<file path="src/rtl/ring_addr_pkg.sv">
package ring_addr_pkg;

    // default geometry of the block
    localparam int STREAMS_DEF = 4;
    localparam int ADDR_W_DEF  = 32;
    localparam int LEN_W_DEF   = 16;
    localparam int BUF_W_DEF   = 20;
    localparam int IDX_W_DEF   = 8;
    localparam int TMO_W_DEF   = 16;
    localparam int PID_W_DEF   = 4;
    localparam int DROP_W_DEF  = 16;
    localparam int PORT_W      = 16;

    // why a buffer was closed
    typedef enum logic {
        CLOSE_FULL    = 1'b0,
        CLOSE_TIMEOUT = 1'b1
    } close_cause_e;

    // selector width that never collapses to zero bits
    function automatic int sel_width(input int n);
        return (n < 2) ? 1 : $clog2(n);
    endfunction

endpackage

</file>
<file path="src/rtl/port_steer.sv">
module port_steer
    import ring_addr_pkg::*;
#(
    parameter int NS    = STREAMS_DEF,
    parameter int SEL_W = sel_width(NS)
) (
    input  logic                        pkt_valid,
    input  logic [PORT_W-1:0]           pkt_dport,
    input  logic [NS-1:0][PORT_W-1:0]   cfg_dport,
    output logic [NS-1:0]               hit,
    output logic [SEL_W-1:0]            sel,
    output logic                        any_hit
);

    // descending scan: the lowest matching stream is written last and wins
    always_comb begin
        hit     = '0;
        sel     = '0;
        any_hit = 1'b0;
        for (int i = NS - 1; i >= 0; i--) begin
            if (pkt_valid && (pkt_dport == cfg_dport[i])) begin
                hit     = '0;
                hit[i]  = 1'b1;
                sel     = SEL_W'(i);
                any_hit = 1'b1;
            end
        end
    end

endmodule

</file>
<file path="src/rtl/ring_slot.sv">
module ring_slot
    import ring_addr_pkg::*;
#(
    parameter int LEN_W = LEN_W_DEF,
    parameter int BUF_W = BUF_W_DEF,
    parameter int IDX_W = IDX_W_DEF,
    parameter int TMO_W = TMO_W_DEF,
    parameter int OFF_W = BUF_W + IDX_W
) (
    input  logic              clk,
    input  logic              rst,
    input  logic              hit,
    input  logic [LEN_W-1:0]  len,
    input  logic [BUF_W-1:0]  bsize,
    input  logic [IDX_W-1:0]  nbuf,
    input  logic [TMO_W-1:0]  tmo,
    output logic [OFF_W-1:0]  place_off,
    output logic              evt_valid,
    output close_cause_e      evt_cause,
    output logic [BUF_W-1:0]  evt_bytes,
    output logic [IDX_W-1:0]  evt_index
);

    logic [IDX_W-1:0] idx_q;
    logic [OFF_W-1:0] off_q;
    logic [BUF_W-1:0] fill_q;
    logic [TMO_W-1:0] tmr_q;

    logic             last_cur, last_base;
    logic [IDX_W-1:0] idx_nx1, idx_base, idx_nx2;
    logic [OFF_W-1:0] off_nx1, off_base, off_nx2;
    logic [BUF_W-1:0] fill_base;
    logic [BUF_W:0]   sum_cur, sum_new;
    logic             spill, exact, tmo_hit, busy;

    always_comb begin
        busy      = (fill_q != '0);
        // step from the current buffer
        last_cur  = (idx_q == nbuf - IDX_W'(1));
        idx_nx1   = last_cur ? '0 : idx_q + IDX_W'(1);
        off_nx1   = last_cur ? '0 : off_q + OFF_W'(bsize);
        // would this packet spill out of a non-empty buffer
        sum_cur   = {1'b0, fill_q} + (BUF_W+1)'(len);
        spill     = busy && (sum_cur > {1'b0, bsize});
        // buffer that actually receives the packet
        idx_base  = spill ? idx_nx1 : idx_q;
        off_base  = spill ? off_nx1 : off_q;
        fill_base = spill ? '0 : fill_q;
        sum_new   = {1'b0, fill_base} + (BUF_W+1)'(len);
        exact     = (sum_new == {1'b0, bsize});
        // step from the receiving buffer, used when the packet fills it
        last_base = (idx_base == nbuf - IDX_W'(1));
        idx_nx2   = last_base ? '0 : idx_base + IDX_W'(1);
        off_nx2   = last_base ? '0 : off_base + OFF_W'(bsize);
        place_off = off_base + OFF_W'(fill_base);
        tmo_hit   = busy && (tmr_q == tmo - TMO_W'(1));
    end

    always_ff @(posedge clk) begin
        if (rst) begin
            idx_q     <= '0;
            off_q     <= '0;
            fill_q    <= '0;
            tmr_q     <= '0;
            evt_valid <= 1'b0;
            evt_cause <= CLOSE_FULL;
            evt_bytes <= '0;
            evt_index <= '0;
        end else begin
            evt_valid <= 1'b0;
            if (hit) begin
                tmr_q <= '0;
                if (exact) begin
                    fill_q <= '0;
                    idx_q  <= idx_nx2;
                    off_q  <= off_nx2;
                end else begin
                    fill_q <= sum_new[BUF_W-1:0];
                    idx_q  <= idx_base;
                    off_q  <= off_base;
                end
                if (spill) begin
                    evt_valid <= 1'b1;
                    evt_cause <= CLOSE_FULL;
                    evt_bytes <= fill_q;
                    evt_index <= idx_q;
                end else if (exact) begin
                    evt_valid <= 1'b1;
                    evt_cause <= CLOSE_FULL;
                    evt_bytes <= bsize;
                    evt_index <= idx_base;
                end
            end else if (busy) begin
                if (tmo_hit) begin
                    evt_valid <= 1'b1;
                    evt_cause <= CLOSE_TIMEOUT;
                    evt_bytes <= fill_q;
                    evt_index <= idx_q;
                    fill_q    <= '0;
                    idx_q     <= idx_nx1;
                    off_q     <= off_nx1;
                    tmr_q     <= '0;
                end else begin
                    tmr_q <= tmr_q + TMO_W'(1);
                end
            end
        end
    end

endmodule

</file>
<file path="src/rtl/udp_ring_addrgen.sv">
module udp_ring_addrgen
    import ring_addr_pkg::*;
#(
    parameter int NS     = STREAMS_DEF,
    parameter int ADDR_W = ADDR_W_DEF,
    parameter int LEN_W  = LEN_W_DEF,
    parameter int BUF_W  = BUF_W_DEF,
    parameter int IDX_W  = IDX_W_DEF,
    parameter int TMO_W  = TMO_W_DEF,
    parameter int PID_W  = PID_W_DEF,
    parameter int DROP_W = DROP_W_DEF,
    parameter int SEL_W  = sel_width(NS)
) (
    input  logic                       clk,
    input  logic                       rst,
    input  logic                       pkt_valid,
    input  logic [PORT_W-1:0]          pkt_dport,
    input  logic [LEN_W-1:0]           pkt_len,
    input  logic [NS-1:0][PORT_W-1:0]  cfg_dport,
    input  logic [NS-1:0][ADDR_W-1:0]  cfg_base,
    input  logic [NS-1:0][BUF_W-1:0]   cfg_bsize,
    input  logic [NS-1:0][IDX_W-1:0]   cfg_nbuf,
    input  logic [NS-1:0]              cfg_dev,
    input  logic [NS-1:0][PID_W-1:0]   cfg_pid,
    input  logic [NS-1:0][TMO_W-1:0]   cfg_tmo,
    output logic                       hdr_valid,
    output logic [ADDR_W-1:0]          hdr_vaddr,
    output logic [SEL_W-1:0]           hdr_stream,
    output logic [PID_W-1:0]           hdr_pid,
    output logic                       hdr_dev,
    output logic [LEN_W-1:0]           hdr_len,
    output logic [NS-1:0]              evt_valid,
    output logic [NS-1:0]              evt_timeout,
    output logic [NS-1:0][BUF_W-1:0]   evt_bytes,
    output logic [NS-1:0][IDX_W-1:0]   evt_index,
    output logic [DROP_W-1:0]          drop_count
);

    localparam int OFF_W = BUF_W + IDX_W;

    logic [NS-1:0]            hit;
    logic [SEL_W-1:0]         sel;
    logic                     any_hit;
    logic [NS-1:0][OFF_W-1:0] place_off;

    port_steer #(.NS(NS), .SEL_W(SEL_W)) u_steer (
        .pkt_valid (pkt_valid),
        .pkt_dport (pkt_dport),
        .cfg_dport (cfg_dport),
        .hit       (hit),
        .sel       (sel),
        .any_hit   (any_hit)
    );

    for (genvar s = 0; s < NS; s++) begin : g_ring
        close_cause_e cause;

        ring_slot #(
            .LEN_W (LEN_W),
            .BUF_W (BUF_W),
            .IDX_W (IDX_W),
            .TMO_W (TMO_W),
            .OFF_W (OFF_W)
        ) u_slot (
            .clk       (clk),
            .rst       (rst),
            .hit       (hit[s]),
            .len       (pkt_len),
            .bsize     (cfg_bsize[s]),
            .nbuf      (cfg_nbuf[s]),
            .tmo       (cfg_tmo[s]),
            .place_off (place_off[s]),
            .evt_valid (evt_valid[s]),
            .evt_cause (cause),
            .evt_bytes (evt_bytes[s]),
            .evt_index (evt_index[s])
        );

        assign evt_timeout[s] = (cause == CLOSE_TIMEOUT);
    end

    always_ff @(posedge clk) begin
        if (rst) begin
            hdr_valid  <= 1'b0;
            hdr_vaddr  <= '0;
            hdr_stream <= '0;
            hdr_pid    <= '0;
            hdr_dev    <= 1'b0;
            hdr_len    <= '0;
            drop_count <= '0;
        end else begin
            hdr_valid <= any_hit;
            if (any_hit) begin
                hdr_vaddr  <= cfg_base[sel] + ADDR_W'(place_off[sel]);
                hdr_stream <= sel;
                hdr_pid    <= cfg_pid[sel];
                hdr_dev    <= cfg_dev[sel];
                hdr_len    <= pkt_len;
            end
            if (pkt_valid && !any_hit) begin
                drop_count <= drop_count + DROP_W'(1);
            end
        end
    end

endmodule

</file>
<file path="config.mk">
export PLATFORM = sky130hd
export DESIGN_NAME = udp_ring_addrgen
export DESIGN_NICKNAME = d
export VERILOG_FILES = /design/src/rtl/ring_addr_pkg.sv /design/src/rtl/port_steer.sv /design/src/rtl/ring_slot.sv /design/src/rtl/udp_ring_addrgen.sv
export SDC_FILE = /design/constraint.sdc
export NUM_CORES = 2
export LEC_CHECK = 0
export BUFFER_PORTS_ARGS = -buffer_cell sky130_fd_sc_hd__buf_2
export CORE_MARGIN = 4
export CORE_UTILIZATION = 55
export CTS_CLUSTER_SIZE = 30
export DETAILED_ROUTE_END_ITERATION = 8
export MAX_ROUTING_LAYER = met4
export PLACE_DENSITY_LB_ADDON = 0.25
export SLEW_MARGIN = 25
export SYNTH_ARGS = -nofsm -noshare
export SYNTH_HDL_FRONTEND = slang
export SYNTH_SLANG_ARGS = --single-unit
</file>
<file path="constraint.sdc">
create_clock -name clk -period 20.4 [get_ports clk]
set_clock_uncertainty 0.05 [all_clocks]
set_input_delay 5.1 -clock clk [delete_from_list [all_inputs] [get_ports clk]]
set_output_delay 5.1 -clock clk [all_outputs]
set_load 0.02 [all_outputs]
</file>
==> parameters.txt <==
Parameter                              Value

Clocking
  Clk slew on worst S/H paths    0.06 ns
  Number of cells upsized or downsized after cts    0
  Maximum level of the CTS H-tree    3
  Source-to-sink clock delay at the later pin of the worst-skew pair    0.68 ns
  Clock tree from TritonCTS    yes
  Clock buffer count from CTS    between 60 and 70
  Number of buffers inserted for hold repair after clock tree synthesis    0
  Total number of clock tree sinks    480
  Cell at the root of the clock tree    sky130_fd_sc_hd__clkbuf_16
  Clock Path Buffers    3
  Number of post-CTS setup repair buffers    0

Timing
  Worst-Margin Slew    1.24 ns
  Final hold vios    0
  Max_slew headroom    0.169
  Fmax    56.6 MHz
  Share of the clock period used by the worst path    0.867
  Setup repair after global routing missed its margin    no
  Final number of max-transition violations    0
  Setup total negative slack    0 ns
  Final critical path time including I/O delays and setup    17.68 ns
  Total setup violations reported at the end of the flow    0

Place
  Post-DP HPWL    approximately 210 mm
  RePlAce Congestion    1.09
  Instance area at placement    around 0.065 mm²
  Buffers added on ports    614

Synthesis
  Number of warnings printed during yosys synthesis    0
  Number of synthesized register bits    480
  Count of distinct cell types in the synthesized netlist    101
  Cells after Synth    8,634
  Sequential-to-total area share from yosys stat    0.159
  Fraction of registers with async set/reset    0
  Post-synth EDFFs    0
  Top flip-flop cell by instance count after synthesis    sky130_fd_sc_hd__dfxtp_1
  Average cell area after synthesis    6.98 µm²
  Mapped cell area    0.0603 mm²
  Nets in the synthesized netlist    9,481

Setup path
  CP delay by family, top    compound AO/OA/AOI/OAI gates
  Setup crit start kind    primary input
  Cell with the biggest individual delay on the critical path    sky130_fd_sc_hd__clkinv_1
  Signal arrival time at the worst endpoint    18.19 ns
  Stage delay of the slowest cell on the critical path    1.01 ns
  Highest fanout seen on the critical path    38
  Count of buffer and inverter cells on the critical path    6
  Type of the setup path with the least slack    in -> reg
  Required @ worst endpoint    ~21 ns
  Most prevalent standard cell on the critical path    sky130_fd_sc_hd__o21ai_0
  Endpoint class of the critical path    register

Global route
  Met2 usage in global routing    0.644
  GRT Total Usage    0.460
  Routing usage on met1    0.606
  Largest net degree at the start of global routing    between 100 and 150
  Global-route met3 utilization    0.117
  Layer with the highest usage after global routing    met2
  Wire length of the first global-routing pass    404 mm
  Antenna violations before repair    21
  Via count of the first global-routing pass    64,363
  Total grt overflow    0

Power and ir drop
  Sequential Power Share    0.357
  Cell Int Power    1800 µW
  Sw frac    0.317
  Leak Pwr    0.0284 µW
  Worst IR drop on VDD    0.0000467 V
  Comb power frac    0.174
  Switching power    about 830 µW
  Clk network pwr share    0.469
  Cell area power density    39.4 mW/mm²

Layout
  Layout Utilization    0.614
  Relative area change from synthesis to final layout    10.9%
  Final instance area    0.0668 mm²
  Fin nets    9,817
  Number of inserted filler cells in the final layout    ~10,000
  Share of cells above drive strength 1    0.120

Die
  Starting density of the core    0.554
  # IOs    615
  Die W    339 µm
  Cell row count    121
  Placeable core region    between 0.1 and 0.15 mm²
  Area of the die    around 0.11 mm²
  Die Height    about 340 µm

Flow run
  Maximum capacitance violations    0

Routing
  DRC    0
  Final ANT Viol Nets    0
  Total via count after detailed routing    just over 70,000
  Count of routing violations after the opening detailed-route iteration    10,154
  First-pass iteration count of the detailed router    9
  Routed wire per std cell    roughly 26 µm
  Via-per-instance ratio    between 6 and 7
  Drt total wl    approximately 270 mm

Worst hold path
  Hold crit path type    reg -> reg

Run status
  Status    finished, final reports clean
-- area by class of cell --
cell class / instances / area (µm²) / area share
Multi-Input combinational cell: 7297 / 47600 / 0.713
Inverter: 360 / 1350 / 0.0202
Antenna cell: 22 / 55.1 / 0.000824
Tap cell: 1414 / 1770 / 0.0265
Timing Repair Buffer: 765 / 4240 / 0.0634
Sequential cell: 480 / 9610 / 0.144
Clock inverter: 33 / 370 / 0.00554
Clock buffer: 83 / 1820 / 0.0272
-- flip-flops by register name (all words and copies together) (netlist names) --
register and flops:
g_ring.u_slot.tmr_q 64, drop_count 16, hdr_dev 1, hdr_valid 1
g_ring.u_slot.evt_valid 4, hdr_len 16, g_ring.u_slot.idx_q 32, g_ring.u_slot.evt_bytes 80
g_ring.u_slot.off_q 112, hdr_vaddr 32, hdr_pid 4, g_ring.u_slot.evt_cause 4
g_ring.u_slot.fill_q 80, hdr_stream 2, g_ring.u_slot.evt_index 32
-- per-stage QoR --
| stage | power [µW] | instances | hold slack (ns) | setup slack (ns) |
|---|---|---|---|---|
| final | 2630 | 10454 | 0.397 | 2.72 |
| after global routing | 2690 | 10449 | 0.416 | 1.79 |
| after CTS | 2610 | 10430 | 0.399 | 3.26 |
| after detailed placement | 1390 | 10314 | 0.392 | 2.64 |
| after global placement | 1390 | 10314 | 0.386 | 2.93 |
| after floorplan | 1210 | 8634 | 0.386 | 3.28 |
-- cells in the mapped netlist, types with 61 or more instances --
master,n,area [µm²]
sky130_fd_sc_hd__a21o_1,124,931
sky130_fd_sc_hd__nand3_1,272,1360
sky130_fd_sc_hd__ha_1,403,5040
sky130_fd_sc_hd__and2_1,70,438
sky130_fd_sc_hd__o21ai_0,571,2860
sky130_fd_sc_hd__nand4_1,95,594
sky130_fd_sc_hd__o31ai_1,71,533
sky130_fd_sc_hd__nor2b_1,67,419
sky130_fd_sc_hd__o21bai_1,63,473
sky130_fd_sc_hd__nor4_1,79,494
sky130_fd_sc_hd__or3_1,80,500
sky130_fd_sc_hd__o211ai_1,92,691
sky130_fd_sc_hd__a21oi_1,692,3460
sky130_fd_sc_hd__nor3_1,232,1160
sky130_fd_sc_hd__xor2_1,300,2630
sky130_fd_sc_hd__inv_1,353,1330
sky130_fd_sc_hd__nor2_1,804,3020
sky130_fd_sc_hd__xnor2_1,532,4660
sky130_fd_sc_hd__and3_1,155,970
sky130_fd_sc_hd__mux2i_1,180,1800
sky130_fd_sc_hd__a211oi_1,143,1070
sky130_fd_sc_hd__clkbuf_1,415,1560
sky130_fd_sc_hd__o22ai_1,68,425
sky130_fd_sc_hd__a31oi_1,131,820
sky130_fd_sc_hd__or2_2,61,382
sky130_fd_sc_hd__dfxtp_1,480,9610
sky130_fd_sc_hd__nand2_1,1072,4020
sky130_fd_sc_hd__nand2b_1,76,475
-- layout by cell type, fill, tap and decap left out, drive strengths merged, types with 155 or more instances in the layout --
master,instances
nand2,1072
nor2,805
buf,765
a21oi,693
o21ai,586
xnor2,532
dfxtp,480
ha,403
inv,359
xor2,300
nand3,272
nor3,232
mux2i,180
and3,155
-- layer usage --
layer,share of wire,vias up
met5,0,-
met4,0.062,0
met3,0.13,964
met2,0.40,4802
met1,0.40,32908
li1,-,31898
-- logic make-up after synthesis --
kind of cell / share of synthesized area
simple gates: 0.255
compound gates: 0.263
buf+inv: 0.0543
xor+xnor: 0.128
flops: 0.159
fa+ha+maj: 0.0996
mux: 0.0400
-- final timing paths --
kind                                                 start            end  slack [ns]  cells after the start
worst max register to register  g_ring[3].u_slot.fill_q[3]  hdr_vaddr[31]        7.24                     54
worst min-delay path                            hdr_len[8]     hdr_len[8]        0.40                      2
worst max-delay path                            pkt_len[1]  hdr_vaddr[30]        2.72                     48
worst min register to register                  hdr_len[8]     hdr_len[8]        0.40                      2
-- tightest hold or removal path: stages, from the launching register on --
cell and delay (ns):
sky130_fd_sc_hd__dfxtp_1 0.30, sky130_fd_sc_hd__nand2_1 0.05, sky130_fd_sc_hd__a21oi_1 0.05
-- power groups by stage --
stage / clock (µW) / sequential (µW) / combinational [µW]
after CTS: 1230 / 938 / 439
after global placement: 0 / 959 / 432
after floorplan: 0 / 959 / 248
final: 1230 / 938 / 458
after detailed placement: 0 / 959 / 436
after global routing: 1270 / 938 / 482
No activity file was read; power rests on OpenSTA's default activity.
